===== src/rtl/irq_cond_pkg.sv =====
package irq_cond_pkg;
  typedef enum logic {
    TRIG_EDGE  = 1'b0,
    TRIG_LEVEL = 1'b1
  } trig_e;

  function automatic logic fix_pol(input logic pin, input logic keep);
    return keep ? pin : ~pin;
  endfunction
endpackage


===== src/rtl/irq_pol_trig.sv =====
module irq_pol_trig
  import irq_cond_pkg::*;
(
  input  logic clk,
  input  logic rst,
  input  logic pin,
  input  logic keep_pol,
  input  logic edge_mode,
  input  logic line_off,
  output logic req,
  output logic trig_level
);
  logic  corr;
  logic  hist_q;
  trig_e mode_q;

  assign corr = fix_pol(pin, keep_pol);

  always_ff @(posedge clk) begin
    if (rst) begin
      req    <= 1'b0;
      hist_q <= 1'b0;
      mode_q <= TRIG_EDGE;
    end else begin
      hist_q <= corr;
      mode_q <= edge_mode ? TRIG_EDGE : TRIG_LEVEL;
      if (line_off)
        req <= 1'b0;
      else if (edge_mode)
        req <= corr & ~hist_q;
      else
        req <= corr;
    end
  end

  assign trig_level = (mode_q == TRIG_LEVEL);


  edge_pulse_chk: assert property (@(posedge clk) disable iff (rst)
    (!trig_level && $past(req && !trig_level)) |-> !req);


  level_follow_chk: assert property (@(posedge clk) disable iff (rst)
    (!$past(rst) && !$past(line_off) && trig_level) |-> (req == ($past(pin) ~^ $past(keep_pol))));


  line_off_chk: assert property (@(posedge clk) disable iff (rst)
    $past(line_off) |-> !req);
endmodule


===== src/rtl/irq_native_merge.sv =====
module irq_native_merge #(
  parameter int NUM_IDE = 2
) (
  input  logic               clk,
  input  logic               rst,
  input  logic [NUM_IDE-1:0] ide_pin,
  input  logic [NUM_IDE-1:0] native_en,
  input  logic               pci_a_n,
  output logic               pci_req_n
);
  logic any_native;

  assign any_native = |(ide_pin & native_en);

  always_ff @(posedge clk) begin
    if (rst) pci_req_n <= 1'b1;
    else     pci_req_n <= ~(~pci_a_n | any_native);
  end


  pci_low_chk: assert property (@(posedge clk) disable iff (rst)
    (!$past(rst) && !$past(pci_a_n)) |-> !pci_req_n);


  native_fold_chk: assert property (@(posedge clk) disable iff (rst)
    (!$past(rst) && ($past(ide_pin & native_en) != '0)) |-> !pci_req_n);
endmodule


===== src/rtl/irq_emu_gate.sv =====
module irq_emu_gate (
  input  logic clk,
  input  logic rst,
  input  logic kbd_pin,
  input  logic mse_pin,
  input  logic kbd_slot,
  input  logic mse_slot,
  output logic kbd_emu,
  output logic mse_emu
);
  always_ff @(posedge clk) begin
    if (rst) begin
      kbd_emu <= 1'b0;
      mse_emu <= 1'b0;
    end else begin
      kbd_emu <= kbd_pin & kbd_slot;
      mse_emu <= mse_pin & mse_slot;
    end
  end


  kbd_gate_chk: assert property (@(posedge clk) disable iff (rst)
    kbd_emu |-> ($past(kbd_pin) && $past(kbd_slot)));


  mse_gate_chk: assert property (@(posedge clk) disable iff (rst)
    mse_emu |-> ($past(mse_pin) && $past(mse_slot)));
endmodule


===== src/rtl/irq_cond_top.sv =====
module irq_cond_top #(
  parameter int NUM_PNP = 4,
  parameter int NUM_IDE = 2
) (
  input  logic               clk,
  input  logic               rst,
  input  logic [NUM_PNP-1:0] pnp_pin,
  input  logic [NUM_PNP-1:0] pnp_keep_pol,
  input  logic [NUM_PNP-1:0] pnp_edge_mode,
  input  logic [NUM_IDE-1:0] ide_pin,
  input  logic [NUM_IDE-1:0] ide_native_en,
  input  logic               pci_a_n,
  input  logic               kbd_pin,
  input  logic               mse_pin,
  input  logic               kbd_slot,
  input  logic               mse_slot,
  output logic [NUM_PNP-1:0] pnp_req,
  output logic [NUM_PNP-1:0] pnp_trig_level,
  output logic [NUM_IDE-1:0] ide_req,
  output logic [NUM_IDE-1:0] ide_trig_level,
  output logic               pci_req_n,
  output logic               kbd_emu,
  output logic               mse_emu
);
  logic [NUM_IDE-1:0] ide_edge_tag;

  for (genvar p = 0; p < NUM_PNP; p++) begin : g_pnp
    irq_pol_trig u_line (
      .clk        (clk),
      .rst        (rst),
      .pin        (pnp_pin[p]),
      .keep_pol   (pnp_keep_pol[p]),
      .edge_mode  (pnp_edge_mode[p]),
      .line_off   (1'b0),
      .req        (pnp_req[p]),
      .trig_level (pnp_trig_level[p])
    );
  end

  // Legacy disk channels: always edge, masked while native mode is on.
  for (genvar d = 0; d < NUM_IDE; d++) begin : g_ide
    irq_pol_trig u_line (
      .clk        (clk),
      .rst        (rst),
      .pin        (ide_pin[d]),
      .keep_pol   (1'b1),
      .edge_mode  (1'b1),
      .line_off   (ide_native_en[d]),
      .req        (ide_req[d]),
      .trig_level (ide_edge_tag[d])
    );
  end

  always_ff @(posedge clk) begin
    if (rst) ide_trig_level <= '0;
    else     ide_trig_level <= ide_native_en;
  end

  irq_native_merge #(.NUM_IDE(NUM_IDE)) u_merge (
    .clk       (clk),
    .rst       (rst),
    .ide_pin   (ide_pin),
    .native_en (ide_native_en),
    .pci_a_n   (pci_a_n),
    .pci_req_n (pci_req_n)
  );

  irq_emu_gate u_emu (
    .clk      (clk),
    .rst      (rst),
    .kbd_pin  (kbd_pin),
    .mse_pin  (mse_pin),
    .kbd_slot (kbd_slot),
    .mse_slot (mse_slot),
    .kbd_emu  (kbd_emu),
    .mse_emu  (mse_emu)
  );


  ide_edge_tag_chk: assert property (@(posedge clk) disable iff (rst)
    (ide_edge_tag == '0));


  native_mask_chk: assert property (@(posedge clk) disable iff (rst)
    ((ide_req & ide_trig_level) == '0));


  reset_state_chk: assert property (@(posedge clk)
    $past(rst) |-> (pnp_req == '0 && ide_req == '0 && pci_req_n && !kbd_emu && !mse_emu));
endmodule


===== config.mk =====
export PLATFORM = sky130hd
export DESIGN_NAME = irq_cond_top
export DESIGN_NICKNAME = d
export VERILOG_FILES = /design/src/rtl/irq_cond_pkg.sv /design/src/rtl/irq_pol_trig.sv /design/src/rtl/irq_native_merge.sv /design/src/rtl/irq_emu_gate.sv /design/src/rtl/irq_cond_top.sv
export SDC_FILE = /design/constraint.sdc
export NUM_CORES = 1
export LEC_CHECK = 0
export ABC_AREA = 1
export BUFFER_PORTS_ARGS = -buffer_cell sky130_fd_sc_hd__buf_2
export CAP_MARGIN = 25
export CORE_MARGIN = 3
export CORE_UTILIZATION = 47
export CTS_CLUSTER_SIZE = 25
export DETAILED_ROUTE_END_ITERATION = 8
export PLACE_DENSITY = 0.91
export RECOVER_POWER = 50
export SLEW_MARGIN = 20
export SYNTH_ARGS = -nofsm -noshare
export SYNTH_HDL_FRONTEND = slang
export SYNTH_HIERARCHICAL = 1
export SYNTH_SLANG_ARGS = --single-unit

===== constraint.sdc =====
create_clock -name clk -period 0.95 [get_ports clk]
set_input_delay 0.2375 -clock clk [delete_from_list [all_inputs] [get_ports clk]]
set_output_delay 0.2375 -clock clk [all_outputs]
set_load 0.03 [all_outputs]

; Word level (Yosys, flattened, before mapping)
; Cells that the tools add are included.
[totals]
register_bits = 21
inputBits = 23
[classes]
mux = 12
reduce_logical = 3
n_bitwise = 22
[ops]
columns = cell, count
row1 = $mux 1, 12
row2 = $not 1->1, 12
row3 = $and 1x1->1, 8
row4 = $reduce_or 2->1, 3
row5 = $and 2x2->2, 1
row6 = $or 1x1->1, 1

; Longest topological paths before layout
; Gate-level depths: netlist of run 1.
[logic_depth]
depth_word = 4
ltp_mapped = 4

; Hierarchy
; Netlist of run 1, hierarchy kept.
[modules_own_cells]
columns = module, seq_area_each_um2, area_per_inst_um2, cells_per_inst, instances
row1 = irq_pol_trig, 60.1, 110.1, 13, 6
row2 = irq_cond_top, 40.0, 62.6, 8, 1
row3 = irq_emu_gate, 40.0, 55.1, 6, 1
row4 = irq_native_merge, 20.0, 40.0, 6, 1

; Least setup slack after synthesis of run 1
; Ideal clock, no wire load.
[synth_path]
kind = register -> output
startpoint = register g_ide[0].u_line.req
endpoint = output ide_req[0]
path_stages_with_launch = 1
n_path_buf = 0
setup_slack_ns = 0.253
t_arrival_ns = 0.459
t_required_ns = 0.712
cell_sequence = dfxtp_1
[synth_rtl]
columns = element, line_no
row1 = start: declaration, irq_pol_trig.sv:10  ; output logic req,
row2 = start signal: assignment, irq_pol_trig.sv:30  ; req <= corr & ~hist_q;
row3 = start signal: assignment, irq_pol_trig.sv:32  ; req <= corr;
row4 = end: declaration, irq_cond_top.sv:19  ; output logic [NUM_IDE-1:0] ide_req,
; No word-level cell between the ends.

; Worst setup path in the final report of run 1
[layout_path]
startpoint = register u_emu.kbd_emu
endpoint = output kbd_emu
[layout_rtl]
columns = element, line_no
row1 = start: declaration, irq_emu_gate.sv:8  ; output logic kbd_emu,
row2 = start signal: assignment, irq_emu_gate.sv:16  ; kbd_emu <= kbd_pin & kbd_slot;
row3 = end: declaration, irq_cond_top.sv:22  ; output logic kbd_emu,
; No word-level cell between the ends.

==> results of run 1 <==
[through the flow]
stage | TNS [ns] | setup slack [ns] | instances | hold WS, ns | power (mW)
2_1_floorplan | 0 | 0.253 | 102 | 0.304 | 1.13
3_3_place_gp | 0 | 0.158 | 154 | 0.409 | 1.22
3_5_place_dp | 0 | 0.117 | 154 | 0.407 | 1.23
4_1_cts | -0.903 | -0.0688 | 158 | 0.0638 | 1.70
5_1_grt | -1.12 | -0.0887 | 158 | 0.0717 | 1.75
6_report | -0.714 | -0.0601 | 158 | 0.0757 | 1.68
[cell type report]
cell class | instances | area (um2)
tap | 15 | 18.8
clock inverter | 1 | 5.00
sequential | 21 | 439
timing repair buffer | 37 | 278
inverter | 27 | 101
multi-input combinational | 54 | 274
fill | 96 | 277
clock buffer | 3 | 22.5
[where the power goes]
part | internal, mW | switching [mW]
registers | 0.937 | 0.0184
clock network | 0.157 | 0.262
logic | 0.136 | 0.170
[state kept, by name (all words and copies together), names as in the netlist]
signal / count
u_emu/mse_emu: 1
g_ide.u_line/req: 2
g_ide.u_line/hist_q: 2
g_pnp.u_line/trig_level: 4
u_emu/kbd_emu: 1
g_pnp.u_line/req: 4
g_pnp.u_line/hist_q: 4
ide_trig_level: 2
u_merge/pci_req_n: 1
[worst max path at each step]
stage,slack [ns],cells after the start,to
final,-0.06,1,kbd_emu
after global routing,-0.09,1,kbd_emu
after CTS,-0.07,1,pnp_req[0]
after detailed placement,0.12,4,g_ide[1].u_line/hist_q
after global placement,0.16,4,g_pnp[1].u_line/hist_q
after floorplan,0.25,0,ide_req[0]
[layout by cell type (no fill, tap or decap)]
cell type and n:
nor2_2 6, dfxtp_2 15, a21o_1 6, nor2_1 8
conb_1 10, dfxtp_1 6, nand3_1 2, nand2_1 17
clkinv_2 1, buf_2 21, clkbuf_1 1, buf_6 15
nand3_2 5, clkbuf_4 3, inv_1 27
[routing by layer]
layer | part of all wire, % | routed length [um]
met4 | 1.2 | 17
met2 | 51 | 749
met3 | 10 | 152
met1 | 38 | 558
met5 | 0 | 0
[what timing repair did]
action,CTS,global route
hold buffers,0,0
gates resized for setup,45,0
gates cloned,0,0
setup endpoints to repair,15,15
setup buffers,0,0
==> summary.md, run 1 <==
| Metric | Value |
|---|---|
| Final WL | `1480 um` |
| Largest net degree at the start of global routing | `16` |
| Buffers on Ports | `37` |
| Layout cell share with drive strength beyond 1 | `46.2%` |
| I/O pin cnt | `38` |
| Core footprint | `1420 um2` |
| Status | `finished, violations left` |
| Global route overflow | `0` |
| Worst setup path class | `reg -> out` |
| CP top delay family | `flip-flops` |
| Gpl congestion | `0.709` |
| Slew Viols, Final | `0` |
| Skew-Pair Late Insertion Delay | `0.30 ns` |
| Cells along the critical path | `buf_6` |
| Hold path endpoint | `g_pnp[1].u_line/trig_level` |
| Ant. Diodes | `0` |
| Relative slew margins | `57.8%` |
| Failing checks | `setup timing` |
| CP bufs+invs | `1` |
| Setup crit start kind | `flop` |
| Root Buffer | `clkbuf_4` |
| HP Start | `pnp_edge_mode[1]` |
| Worst Setup SP | `u_emu/kbd_emu` |
| Final HPWL DP | `1130 um` |
| H-tree depth | `1` |
| Nets | `167` |
| Final Setup Violations | `15` |
| Max Root-Sink Buffers | `2` |
| Gate Count Post-Synth | `94` |
| Die width | `46.5 um` |
| Final WS setup | `-0.0601 ns` |
| Final Cell Area | `1140 um2` |
| Detailed Route Iter0 Violations | `2` |
| Worst hold path type | `in -> reg` |
| Crit-path max cell delay | `0.35 ns` |
| Final min period | `1.01 ns` |
| First-pass GRT wire length | `2210 um` |
| Antenna violations before repair | `0` |
| CTS tree | `yes` |
| Clock-pin slew on the worst setup and hold paths | `0.11 ns` |
| Detailed-route DRC error count | `0` |
| Reg2Reg Launch Point | `g_pnp[0].u_line/hist_q` |
| Synthesized area | `771 um2` |
| Via count | `670` |
| Crit Reg-Reg Endpoint | `g_pnp[0].u_line/req` |
| Slew @ Worst Pin | `0.632 ns` |
| WP data arrival | `0.77 ns` |
| PD cells | `1480 nW/um2` |
| Core Util, Final | `80.5%` |
| Average size of a mapped cell | `8.20 um2` |
| Max-cap violations | `0` |
| Rows | `13` |
| Ys Warns | `6` |
| Number of global-route vias before repair | `605` |
| DIE AREA | `2160 um2` |
| Drt wl/cell | `9.35 um` |
| Fin Clk Skew | `0.00184 ns` |
| F_max | `990 MHz` |
| WHS Path Cells | `2` |
| Met3 Use GR | `5.86%` |
| Critical Path RT | `0.71 ns` |
| CTS buffer count | `3` |
| GR peak layer | `met2` |
| Met2 GRT Util | `28.6%` |
| Setup crit end kind | `output port` |
| Die height | `46.5 um` |
| Reg2Reg Depth | `2` |
| Unrepaired setup endpoints after global routing | `true` |
| Crit Path Max Fanout | `1` |
| Post-route ant nets | `0` |
| Met1 usage | `13.0%` |
| DR vias/cell | `4.24` |
| Reg-to-reg setup timing slack | `0.32 ns` |
| DP Area | `1000 um2` |
| P_leak | `0.700 nW` |
| Crit-path slowest cell | `dfxtp_2` |
| Layout overhead on the synthesized area | `47.7%` |
| TritonRoute pass-1 iters | `2` |
| CTS Sinks | `21` |
| Tcrit/Tclk final | `106%` |
| Final Hold Fails | `0` |
| Peak VDD IR | `0.935 mV` |
| Overall Global Routing Usage | `15.1%` |
| Initial core utilization | `54.5%` |
Power figures use the tool's default switching activity.
==> inputs of run 2 (changes only) <==
--- a/config.mk
+++ b/config.mk
@@ -14,6 +14,8 @@
 export DETAILED_ROUTE_END_ITERATION = 8
 export PLACE_DENSITY = 0.91
 export RECOVER_POWER = 50
+export SETUP_SLACK_MARGIN = 0.3
+export SKIP_CTS_REPAIR_TIMING = 1
 export SLEW_MARGIN = 20
 export SYNTH_ARGS = -nofsm -noshare
 export SYNTH_HDL_FRONTEND = slang
==> summary.md, run 2 (same netlist as run 1, synthesis figures left out) <==
| Metric | Value |
|---|---|
| Status | `finished, violations left` |
| Failing checks | `setup timing` |
| WP data arrival | `0.77 ns (about the same)` |
| Setup crit end kind | `output port` |
| Int Pwr | `1.23 mW (about the same)` |
| Die height | `46.5 um (unchanged)` |
| DR vias/cell | `4.40 (+3.7%)` |
| Max Root-Sink Buffers | `2 (unchanged)` |
| H-tree depth | `1 (unchanged)` |
| Post-route ant nets | `0 (unchanged)` |
| Slew @ Worst Pin | `0.636 ns (+0.00303 ns)` |
| Combinational power share | `18.3% (about the same)` |
| I/O pin cnt | `38 (unchanged)` |
| PD cells | `1470 nW/um2 (-0.72%)` |
| Final WL | `1480 um (about the same)` |
| Ant. Diodes | `0 (unchanged)` |
| CP bufs+invs | `1 (unchanged)` |
| Skew-Pair Late Insertion Delay | `0.29 ns (about the same)` |
| Layout overhead on the synthesized area | `48.1%` |
| Gpl congestion | `0.719 (+1.3%)` |
| Slew Viols, Final | `0 (unchanged)` |
| First-pass GRT wire length | `2340 um (+5.9%)` |
| Final min period | `1.00 ns (-0.00608 ns)` |
| DIE AREA | `2160 um2 (unchanged)` |
| Met2 WL post-DR | `745 um (-0.53%)` |
| Buffers on Ports | `37 (unchanged)` |
| CTS buffer count | `3 (unchanged)` |
| P_leak | `0.700 nW (about the same)` |
| Via count | `695 (+3.7%)` |
| Final Setup Violations | `15 (unchanged)` |
| Final WS setup | `-0.0540 ns (+0.00608 ns)` |
| Fillers | `97 (+1.0%)` |
| Core footprint | `1420 um2 (unchanged)` |
| Final HPWL DP | `1160 um (+2.8%)` |
| Worst setup path class | `reg -> out` |
| Relative slew margins | `57.6% (-0.20 points)` |
| Antenna violations before repair | `0 (unchanged)` |
| Switching Share | `26.4% (-0.42 points)` |
| Tcrit/Tclk final | `106% (-0.64 points)` |
| Nets | `167 (unchanged)` |
| Final Hold Fails | `0 (unchanged)` |
| Crit-path max cell delay | `0.35 ns (about the same)` |
| Power Total | `1.67 mW (-0.50%)` |
| TritonRoute pass-1 iters | `4 (+2)` |
| Number of global-route vias before repair | `617 (+2.0%)` |
| Layout cell share with drive strength beyond 1 | `47.6% (+1.4 points)` |
| F_max | `996 MHz (+0.61%)` |
| Max-cap violations | `0 (unchanged)` |
| Die width | `46.5 um (unchanged)` |
| Crit-path slowest cell | `dfxtp_2` |
| Core Util, Final | `80.6% (+0.18 points)` |
| Detailed-route DRC error count | `0 (unchanged)` |
| Drt wl/cell | `9.34 um (about the same)` |
| Setup crit start kind | `flop` |
| Root Buffer | `clkbuf_4` |
| CTS tree | `yes` |
| WL met1 | `551 um (-1.3%)` |
| Crit Path Max Fanout | `1 (unchanged)` |
| Met3 wire length | `164 um (+7.9%)` |
| Peak VDD IR | `0.908 mV (-2.9%)` |
| Initial core utilization | `54.5% (unchanged)` |
| Cells along the critical path | `buf_6` |
| Commonest non-fill, non-tap cell in the layout | `inv_1` |
| Clk pwr share | `24.4% (-0.5 points)` |
| CP top delay family | `flip-flops` |
| Unrepaired setup endpoints after global routing | `true` |
| Largest net degree at the start of global routing | `16 (unchanged)` |
| P_sw | `441 uW (-2.0%)` |
| Top Layer Used | `met4` |
| Fin Clk Skew | `0.00894 ns (+0.00710 ns)` |
| Seq pwr share | `57.3% (+0.4 points)` |
| Detailed Route Iter0 Violations | `4 (+2)` |
| CTS Sinks | `21 (unchanged)` |
| Commonest non-fill, non-tap cells in the layout | `inv_1 (27), buf_2 (21), nand2_1 (17), dfxtp_2 (17), buf_6 (15)` |
| Rows | `13 (unchanged)` |
| Worst hold path type | `in -> reg` |
| Critical Path RT | `0.71 ns (about the same)` |
| Overall Global Routing Usage | `15.6% (+0.47 points)` |
| Clock-pin slew on the worst setup and hold paths | `0.12 ns (about the same)` |
| Global route overflow | `0 (unchanged)` |
run 2: cell counts in the layout (fill, tap and decap cells not counted):
No cell type changed its count.
run 2: area by class of cell:
type	instances	area, um2	share of cell area [%]
inverters	27	101	8.88
flip-flops and latches	21	442	38.7
well taps	15	18.8	1.64
clock inverters	1	5.00	0.439
repair buffers	37	278	24.3
multi-input cells	54	274	24.0
clock buffers	3	22.5	1.97
run 2: worst paths after layout:
path	cells past startpoint	start	to	slack, ns
min	2	pnp_edge_mode[3]	g_pnp[3].u_line/trig_level	0.09
max reg2reg	2	g_pnp[0].u_line/hist_q	g_pnp[0].u_line/req	0.33
max	1	u_emu/mse_emu	mse_emu	-0.05
min reg2reg	2	g_ide[1].u_line/hist_q	g_ide[1].u_line/req	0.49
run 2: power groups by stage:
stage,sequential [mW],clock (mW),combinational [mW]
floorplan,1.04,0,0.0967
global placement,0.967,0,0.260
detailed placement,0.970,0,0.270
CTS,0.949,0.419,0.270
global route,0.963,0.460,0.339
finish,0.958,0.408,0.306
run 2: layer usage:
metal / global-route usage [%] / vias to the layer above
li1: - / 358
met1: 16.3 / 299
met2: 27.2 / 36
met3: 5.86 / 2
met4: 6.82 / 0
met5: 0 / -
run 2: per-stage QoR:
step	setup TNS [ns]	hold slack, ns	setup WS (ns)	area [um2]	cells
2_1_floorplan	0	0.297	0.327	820	102
3_3_place_gp	0	0.401	0.148	1020	154
3_5_place_dp	0	0.399	0.120	1020	154
4_1_cts	-1.45	0.0808	-0.113	1050	158
5_1_grt	-1.14	0.0661	-0.0917	1140	158
6_report	-0.598	0.0877	-0.0540	1140	158
==> inputs of run 3 (changes only) <==
--- a/config.mk
+++ b/config.mk
@@ -12,7 +12,7 @@
 export CORE_UTILIZATION = 47
 export CTS_CLUSTER_SIZE = 25
 export DETAILED_ROUTE_END_ITERATION = 8
-export PLACE_DENSITY = 0.91
+export PLACE_DENSITY = 0.79
 export RECOVER_POWER = 50
 export SETUP_SLACK_MARGIN = 0.3
 export SKIP_CTS_REPAIR_TIMING = 1
==> summary.md, run 3 (same netlist as run 1, synthesis figures left out) <==
| Metric | Value |
|---|---|
| Int Pwr | `1.23 mW (about the same)` |
| CTS Sinks | `21 (unchanged)` |
| First-pass GRT wire length | `2100 um (-10%)` |
| Crit-path slowest cell | `dfxtp_2` |
| Die width | `46.5 um (unchanged)` |
| Layout overhead on the synthesized area | `47.7%` |
| Reg2Reg Launch Point | `g_ide[1].u_line/hist_q` |
| I/O pin cnt | `38 (unchanged)` |
| Cells along the critical path | `buf_6` |
| P_sw | `451 uW (+2.3%)` |
| P_leak | `0.700 nW (about the same)` |
| F_max | `984 MHz (-1.2%)` |
| Setup crit end kind | `output port` |
| Global route overflow | `0 (unchanged)` |
| Clock-pin slew on the worst setup and hold paths | `0.12 ns (about the same)` |
| Seq pwr share | `56.8% (-0.5 points)` |
| Slew @ Worst Pin | `0.584 ns (-0.0520 ns)` |
| Largest net degree at the start of global routing | `16 (unchanged)` |
| WP data arrival | `0.78 ns (about the same)` |
| Relative slew margins | `61.1% (+3.5 points)` |
| Combinational power share | `18.1% (-0.2 points)` |
| Nets | `167 (unchanged)` |
| Final Cell Area | `1140 um2 (-0.22%)` |
| Fin Hold WS | `0.0805 ns (-0.00715 ns)` |
| Switching Share | `26.8% (+0.45 points)` |
| Overall Global Routing Usage | `13.8% (-1.8 points)` |
| Status | `finished, violations left` |
| Clk pwr share | `25.1% (+0.7 points)` |
| Crit Path Max Fanout | `1 (unchanged)` |
| DR vias/cell | `4.28 (-2.6%)` |
| HP Start | `pnp_edge_mode[0]` |
| CTS tree | `yes` |
| Rows | `13 (unchanged)` |
| Commonest non-fill, non-tap cells in the layout | `inv_1 (27), buf_2 (21), nand2_1 (17), dfxtp_2 (15), buf_6 (15)` |
| Final HPWL DP | `1100 um (-5.3%)` |
| Commonest non-fill, non-tap cell in the layout | `inv_1` |
| Unrepaired setup endpoints after global routing | `true` |
| Setup crit start kind | `flop` |
| Die height | `46.5 um (unchanged)` |
| Worst setup path class | `reg -> out` |
| Critical Path RT | `0.71 ns (about the same)` |
| Antenna violations before repair | `0 (unchanged)` |
| Final min period | `1.02 ns (+0.0119 ns)` |
| Root Buffer | `clkbuf_4` |
| CTS buffer count | `3 (unchanged)` |
| Slew Viols, Final | `0 (unchanged)` |
| Final Setup Violations | `15 (unchanged)` |
| Pre-CTS WS | `0.133 ns (+0.0126 ns)` |
| Skew-Pair Late Insertion Delay | `0.30 ns (about the same)` |
| Final Hold Fails | `0 (unchanged)` |
| Number of global-route vias before repair | `571 (-7.5%)` |
| Final WS setup | `-0.0659 ns (-0.0119 ns)` |
| Worst Setup SP | `ide_trig_level[0]` |
| Detailed-route DRC error count | `0 (unchanged)` |
| Max-cap violations | `0 (unchanged)` |
| Core footprint | `1420 um2 (unchanged)` |
| Post-route ant nets | `0 (unchanged)` |
| DIE AREA | `2160 um2 (unchanged)` |
| Max Root-Sink Buffers | `2 (unchanged)` |
| Tcrit/Tclk final | `107% (+1.2 points)` |
| DP Area | `1020 um2 (unchanged)` |
| TritonRoute pass-1 iters | `3 (-1)` |
| Final WL | `1440 um (-2.8%)` |
| Worst hold path type | `in -> reg` |
| Drt wl/cell | `9.08 um (-2.8%)` |
| CP bufs+invs | `1 (unchanged)` |
| CP top delay family | `flip-flops` |
| Peak VDD IR | `0.894 mV (-1.5%)` |
| PD cells | `1480 nW/um2 (+0.77%)` |
| Fin Clk Skew | `0.00521 ns (-0.00373 ns)` |
| Initial core utilization | `54.5% (unchanged)` |
| H-tree depth | `1 (unchanged)` |
| Gpl congestion | `0.710 (-1.2%)` |
| Detailed Route Iter0 Violations | `3 (-1)` |
| Layout cell share with drive strength beyond 1 | `46.2% (-1.4 points)` |
| Buffers on Ports | `37 (unchanged)` |
| Ant. Diodes | `0 (unchanged)` |
| Failing checks | `setup timing` |
| Via count | `677 (-2.6%)` |
| Crit-path max cell delay | `0.35 ns (about the same)` |
==> run 3: cell types whose count changed in the layout (fill, tap and decap cells not counted) <==
cell / previous run / this run
dfxtp_2: 17 / 15
dfxtp_1: 4 / 6
==> run 3: layout make-up <==
cell class	count	area, um2
inverter	27	101
timing repair buffer	37	278
clock inverter	1	5.00
tap	15	18.8
multi-input combinational	54	274
sequential	21	439
fill	118	277
clock buffer	3	22.5
==> run 3: power by group through the flow <==
stage                     logic [mW]  clock network [mW]  registers, mW
after floorplan               0.0967                   0           1.04
after global placement         0.261                   0          0.967
after detailed placement       0.269                   0          0.968
after CTS                      0.270               0.436          0.947
after global routing           0.338               0.476          0.961
final                          0.304               0.421          0.956
==> run 3: metal layers <==
metal | GRT usage (%) | vias up | part of all wire (%)
met2 | 24.5 | 25 | 56
met4 | 6.82 | 0 | 1.0
met3 | 5.47 | 2 | 8.9
met5 | 0 | - | 0
met1 | 13.7 | 295 | 34
li1 | - | 355 | -
==> run 3: path summary, 6_finish.rpt <==
kind | end | slack [ns] | depth (start not counted)
hold / removal | g_pnp[0].u_line/trig_level | 0.08 | 2
setup reg to reg | g_ide[1].u_line/req | 0.33 | 2
hold reg to reg | g_ide[0].u_line/req | 0.49 | 2
setup / recovery | ide_trig_level[0] | -0.07 | 1
==> run 3: per-stage QoR <==
| stage | power [mW] | std cells | util, % | setup TNS, ns |
|---|---|---|---|---|
| after detailed placement | 1.24 | 154 | 72.3 | 0 |
| after global routing | 1.77 | 158 | 80.5 | -1.31 |
| after global placement | 1.23 | 154 | 72.3 | 0 |
| after CTS | 1.65 | 158 | 74.3 | -1.61 |
| final | 1.68 | 158 | 80.5 | -0.708 |
| after floorplan | 1.13 | 102 | - | 0 |
